<file path="config.mk">
export PLATFORM = sky130hd
export DESIGN_NAME = cmp_rate_divider
export DESIGN_NICKNAME = d
export VERILOG_FILES = /design/src/rtl/refdiv_pkg.sv /design/src/rtl/refdiv_decode.sv /design/src/rtl/refdiv_counter.sv /design/src/rtl/refdiv_outgen.sv /design/src/rtl/cmp_rate_divider.sv
export SDC_FILE = /design/constraint.sdc
export NUM_CORES = 1
export LEC_CHECK = 0
export BUFFER_PORTS_ARGS = -buffer_cell sky130_fd_sc_hd__buf_2
export CAP_MARGIN = 20
export CORE_ASPECT_RATIO = 1.25
export CORE_UTILIZATION = 40
export CTS_CLUSTER_DIAMETER = 100
export DETAILED_ROUTE_END_ITERATION = 8
export RECOVER_POWER = 100
export SETUP_SLACK_MARGIN = 0.3
export SYNTH_ARGS = -nofsm -noshare
export SYNTH_HDL_FRONTEND = slang
export SYNTH_SLANG_ARGS = --single-unit
</file>
<file path="constraint.sdc">
create_clock -name clk -period 2.4 [get_ports clk]
set_clock_uncertainty 0.15 [all_clocks]
set_input_delay 0.12 -clock clk [delete_from_list [all_inputs] [get_ports clk]]
set_output_delay 0.12 -clock clk [all_outputs]
set_load 0.02 [all_outputs]
</file>
<file path="src/rtl/refdiv_pkg.sv">
package refdiv_pkg;
  localparam int CODE_W     = 4;
  localparam int POW2_CODES = 9;
  localparam int RATIO_W    = 10;

  typedef logic [CODE_W-1:0]  code_t;
  typedef logic [RATIO_W-1:0] ratio_t;

  // Power-of-two ladder for low codes, three-times ladder above it.
  function automatic ratio_t code_to_ratio(input code_t c);
    ratio_t r;
    if (int'(c) < POW2_CODES) r = ratio_t'(2) << c;
    else                      r = ratio_t'(6) << (c - code_t'(POW2_CODES));
    return r;
  endfunction

  function automatic ratio_t half_of(input ratio_t r);
    return r >> 1;
  endfunction
endpackage

</file>
<file path="src/rtl/refdiv_decode.sv">
module refdiv_decode
  import refdiv_pkg::*;
(
  input  code_t  code,
  output ratio_t ratio
);
  always_comb ratio = code_to_ratio(code);
endmodule

</file>
<file path="src/rtl/refdiv_counter.sv">
module refdiv_counter
  import refdiv_pkg::*;
(
  input  logic   clk,
  input  logic   rst_n,
  input  ratio_t next_ratio,
  output ratio_t cnt,
  output ratio_t act_ratio,
  output logic   wrap_evt,
  output logic   half_evt
);
  localparam code_t RESET_CODE = '0;

  always_comb begin
    wrap_evt = (cnt == act_ratio - ratio_t'(1));
    half_evt = (cnt == half_of(act_ratio) - ratio_t'(1));
  end

  always_ff @(posedge clk) begin
    if (!rst_n) begin
      cnt       <= '0;
      act_ratio <= code_to_ratio(RESET_CODE);
    end else if (wrap_evt) begin
      cnt       <= '0;
      act_ratio <= next_ratio;
    end else begin
      cnt       <= cnt + ratio_t'(1);
    end
  end
endmodule

</file>
<file path="src/rtl/refdiv_outgen.sv">
module refdiv_outgen (
  input  logic clk,
  input  logic rst_n,
  input  logic wrap_evt,
  input  logic half_evt,
  output logic cmp_pulse,
  output logic div_clk
);
  always_ff @(posedge clk) begin
    if (!rst_n) begin
      cmp_pulse <= 1'b0;
      div_clk   <= 1'b0;
    end else begin
      cmp_pulse <= wrap_evt;
      if (wrap_evt)      div_clk <= 1'b1;
      else if (half_evt) div_clk <= 1'b0;
    end
  end
endmodule

</file>
<file path="src/rtl/cmp_rate_divider.sv">
module cmp_rate_divider
  import refdiv_pkg::*;
(
  input  logic              clk,
  input  logic              rst_n,
  input  logic [CODE_W-1:0] ratio_code,
  output logic              cmp_pulse,
  output logic              div_clk
);
  ratio_t next_ratio;
  ratio_t cnt;
  ratio_t act_ratio;
  logic   wrap_evt;
  logic   half_evt;

  refdiv_decode u_dec (
    .code  (ratio_code),
    .ratio (next_ratio)
  );

  refdiv_counter u_cnt (
    .clk        (clk),
    .rst_n      (rst_n),
    .next_ratio (next_ratio),
    .cnt        (cnt),
    .act_ratio  (act_ratio),
    .wrap_evt   (wrap_evt),
    .half_evt   (half_evt)
  );

  refdiv_outgen u_out (
    .clk       (clk),
    .rst_n     (rst_n),
    .wrap_evt  (wrap_evt),
    .half_evt  (half_evt),
    .cmp_pulse (cmp_pulse),
    .div_clk   (div_clk)
  );
endmodule

</file>
---- After elaboration in Yosys (flattened, before gate mapping) ----
Index checks and enable logic that the tools add are counted.
storage, ports and cells
  input port bits ......................... 6
  word-level logic and storage cells ...... 19
  output and inout bits ................... 2
  register bits after elaboration ......... 22
operators by class
  shift operators ......................... 2
  reductions and logical operators ........ 2
  equality and inequality tests ........... 2
  bitwise logic cells ..................... 1
  $lt $le $gt $ge ......................... 1
  mux-type cells .......................... 3
  add/subtract/negate cells ............... 4
operator list
  operator                 count
  $eq A10 B10 Y1           2
  $add A10 B1 Y10 const B  1
  $mux W10                 1
  $shl A2 B4 Y10 const A   1
  $shl A3 B4 Y10 const A   1
  $sub A10 B1 Y10 const B  1
  $sub A9 B1 Y10 const B   1
  $lt A4 B4 Y1 const B     1
  $sub A4 B4 Y4 const B    1
  $mux W1                  2
  $reduce_bool A2 Y1       1
  $reduce_or A2 Y1         1
  $not A1 Y1               1

---- Longest topological paths before layout ----
  depth after elaboration ................. 4
  gate-level depth with buffers ........... 11
  depth with buffers taken out ............ 8

---- Cells and area by module ----
From an unflattened synthesis, not the netlist that was laid out.
second synthesis, totals
  cell total of the unflattened synthesis .. 226
  area, all modules ....................... 1825.5 um^2
modules (own cells, without submodules)
  module          cells an instance  times used  area an instance (um^2)  sequential area each (um^2)
  refdiv_counter  180                1           1495.2                   400.4
  refdiv_decode   41                 1           262.8                    0.0
  refdiv_outgen   5                  1           67.6                     40.0

---- Least setup slack after synthesis ----
No wires, ideal clock.
  path type ............................... reg2reg
  start point ............................. reg u_cnt.act_ratio[1]
  end point ............................... reg u_cnt.act_ratio[1]
  path slack .............................. -79 ps
  stages on the path, launching flop included .. 10
  required time ........................... 2130 ps
  buffers on the path ..................... 1
  data arrival time ....................... 2210 ps
  period minus slack after synthesis ...... 2479 ps
  setup time .............................. 120 ps
  cells stage by stage .................... dfxtp_1 -> inv_1 -> ha_1 -> clkbuf_1 -> nand2b_1 -> nor4_1 -> xnor3_1 -> nand4_1 -> a21o_1 -> a211o_1
on the way
  longest elaborated chain between the ends .. 2
ends and longest elaborated chain
  element                   RTL line              text
  start: declaration        refdiv_counter.sv:8   output ratio_t act_ratio,
  start signal: assignment  refdiv_counter.sv:22  act_ratio <= code_to_ratio(RESET_CODE);
  start signal: assignment  refdiv_counter.sv:25  act_ratio <= next_ratio;
  $sub A10 B1 Y10           refdiv_counter.sv:15  wrap_evt = (cnt == act_ratio - ratio_t'(1));
  $eq A10 B10 Y1            refdiv_counter.sv:15
No other way between the ends.
A chain may end at the register's enable or synchronous reset.

---- Worst setup path after layout ----
  start point ............................. reg u_cnt.act_ratio[6]
  end point ............................... reg u_cnt.act_ratio[1]
Same word-level chain as after synthesis.

==> flow_summary.yaml <==
run_status:
  outcome: "finished clean"
logic_synthesis:
  synthTopCellsByArea: "dfxtp_1 25%, xnor2_1 7.3%, xor2_1 6.7%"
  synth_edf_count: 0
  yosysTopAreaCell: "dfxtp_1"
  synth_seq_cells: 21
  synth_nets: 218
  synth_warnings: 0
  synth.most_common_cell: "dfxtp_1"
  synth.cells.most_frequent: "21 x dfxtp_1, 15 x nand2_1, 14 x nand3_1, 14 x nor3_1, 14 x xnor2_1"
  yosysSeqAreaShare_pct: 24.9
  synth_top_area_share_pct: 24.9
  syn-instance-count: 205
  syn_avg_cell_area_sq_um: 8.24
  synth_cell_type_count: 45
  synth_flop_cell: "dfxtp_1"
  ys_async_sr_fraction_pct: 0
  synth.cell_area_sq_mm: 0.00169
clock_network:
  numClockSinks: 21
  cts_buffer_depth: 2
  postCtsHoldBufs: 0
  clk_pin_slew_worst_paths_ps: 80
  clk_latency_ps: 260
  tritoncts: "built"
  cts_inserted_buffers: 3
  cts_max_level: 1
  root_buffer: "clkbuf_8"
sta:
  tightest_slew_ps: 525
  setup_tns_ps: 0
  min_period_ps: 2280
  slew_headroom_pct: 65.0
  setup_viol: 0
  rsz0062_at_grt: "yes"
  hold_violations: 0
  layout_setup_ws_ps: 124
  min_period_over_period_pct: 94.8
  fmax_mhz: 439
  final_max_slew_viol_count: 0
finish:
  num_antenna_cells: 0
  drive_gt1_share_pct: 23.9
  area_growth_syn_to_layout_pct: 20.7
  instances_no_fill: 278
  final_nets: 236
power:
  netSwitchingFraction_pct: 39.3
  power_density_mw_per_mm2: 779
  power_frac_seq_pct: 29.2
  p_leak_nw: 0.806
  p_sw_uw: 625
  pwr-share-comb_pct: 55.8
  clockPowerShare_pct: 15.0
  p_int_uw: 964
  ir_drop_mv: 0.281
floorplanning:
  core-area_sq_mm: 0.00407
  row_count: 26
  start_util_pct: 41.5
  die_area_sq_mm: 0.00449
  ios: 8
  die_y_um: 74.7
  die-width_um: 60.1
global_route:
  track_usage_pct: 20.4
  grt_pass1_wl_mm: 6.88
  grt_pass1_vias: 1418
  grt_remaining_overflow: 0
  antenna_found_initial: 0
  grt_max_degree: 15
critical_path:
  crit_type: "flip-flop to flip-flop"
  crit_fanout: 7
  worstPathRequired_ps: 2410
  critPathArrivalTime_ps: 2290
  slowest_delay_ps: 580
  crit_path_cell_trace: "or4_4, nand2b_4, xnor2_1, a31oi_4, a21o_4, a211o_1"
  worstSetupEndpointType: "flip-flop"
  crit_slowest_cell: "or4_4"
  critPathLaunchType: "flip-flop"
detailed_routing:
  routed-via-count: 1506
  ant_nets: 0
  wl_per_cell_um: 14.7
  drc: 0
  drt_iter0_drc: 29
  viasPerCell: 5.42
  drt-total-wl_mm: 4.09
  dr.pass1.iters: 4
placement:
  io_buffers: 7
  placedCellCount: 263
  hpwlAfterDp_mm: 3.05
  dp_worst_setup_slack_ps: 114
  globalplace.congestion: 0.876
hold_path:
  hp-class: "input port to flip-flop"
job:
  cap_violations: 0
-- per-stage QoR --
stage	utilization (%)	power [mW]	instance area, sq um	hold slack (ps)
global route	50.2	1.69	2040	83.9
finish	50.2	1.59	2040	56.1
floorplan	-	1.04	1760	137
CTS	49.7	1.54	2020	58.9
detailed placement	45.4	1.17	1850	306
global placement	45.4	1.17	1850	304
-- layout by cell type (no fill, tap or decap), drive strengths merged, types with 2 or more instances in the layout --
cell and n:
nor2 4, a21oi 6, o211ai 2, and3 6
buf 24, o22ai 4, xnor2 15, a211oi 5
xor2 13, nand3b 3, nor3 15, dfxtp 21
a21o 2, ha 7, o21ai 6, or3 4
nor4 2, nand4 3, nand2b 5, a31oi 5
clkbuf 7, nand2 15, mux2i 8, nand3 14
inv 11, xnor3 2
-- metal layers --
metal  global-route usage [%]  wire (um)
met1                     26.6       1830
met2                     34.3       2050
met3                     1.37         80
met4                     8.79        136
met5                        0          0
-- flip-flops by register name, summed over array words and instances (netlist names) --
signal / count
u_cnt.cnt: 10
u_out.cmp_pulse: 1
u_out.div_clk: 1
u_cnt.act_ratio: 9
-- kinds of logic after synthesis --
kind of cell / after synthesis / share of synthesized area (%)
mux: 8 / 4.74
compound gates: 38 / 15.6
xor+xnor: 30 / 17.6
buf+inv: 26 / 7.26
fa+ha+maj: 7 / 5.18
flops: 21 / 24.9
simple gates: 75 / 24.7
-- area by class of cell --
type | instances | area, sq um
multi-input combinational | 158 | 1240
clock buffer | 3 | 41.3
timing repair buffer | 28 | 211
fill | 394 | 2030
tap | 56 | 70.1
clock inverter | 1 | 5.00
sequential | 21 | 429
inverter | 11 | 41.3
-- timing repair --
action	CTS	global route
pin swaps	2	5
gates resized for setup	9	8
endpoints found under the setup margin	21	21
buffers inserted	9	2
-- power groups by stage --
stage / Sequential, mW / Clock (mW) / Combinational (mW)
finish: 0.463 / 0.239 / 0.887
global route: 0.472 / 0.259 / 0.962
CTS: 0.461 / 0.242 / 0.837
detailed placement: 0.471 / 0 / 0.703
global placement: 0.472 / 0 / 0.700
floorplan: 0.463 / 0 / 0.577
-- final timing paths --
kind                           start                  to  slack [ps]  cells after the start
setup / recovery  u_cnt.act_ratio[6]  u_cnt.act_ratio[1]         120                      6
hold / removal         ratio_code[3]  u_cnt.act_ratio[9]          60                      3
setup reg to reg  u_cnt.act_ratio[6]  u_cnt.act_ratio[1]         120                      6
hold reg to reg        u_out.div_clk       u_out.div_clk         320                      2
-- critical path, delay by kind of cell, from the launching register on --
| family | cells | cell delay (ps) |
|---|---|---|
| AO/OA/AOI/OAI | 3 | 730 |
| AND/OR/NAND/NOR | 2 | 750 |
| flip-flops | 1 | 310 |
| XOR/XNOR | 1 | 230 |
No activity file was read; power rests on OpenSTA's default activity.
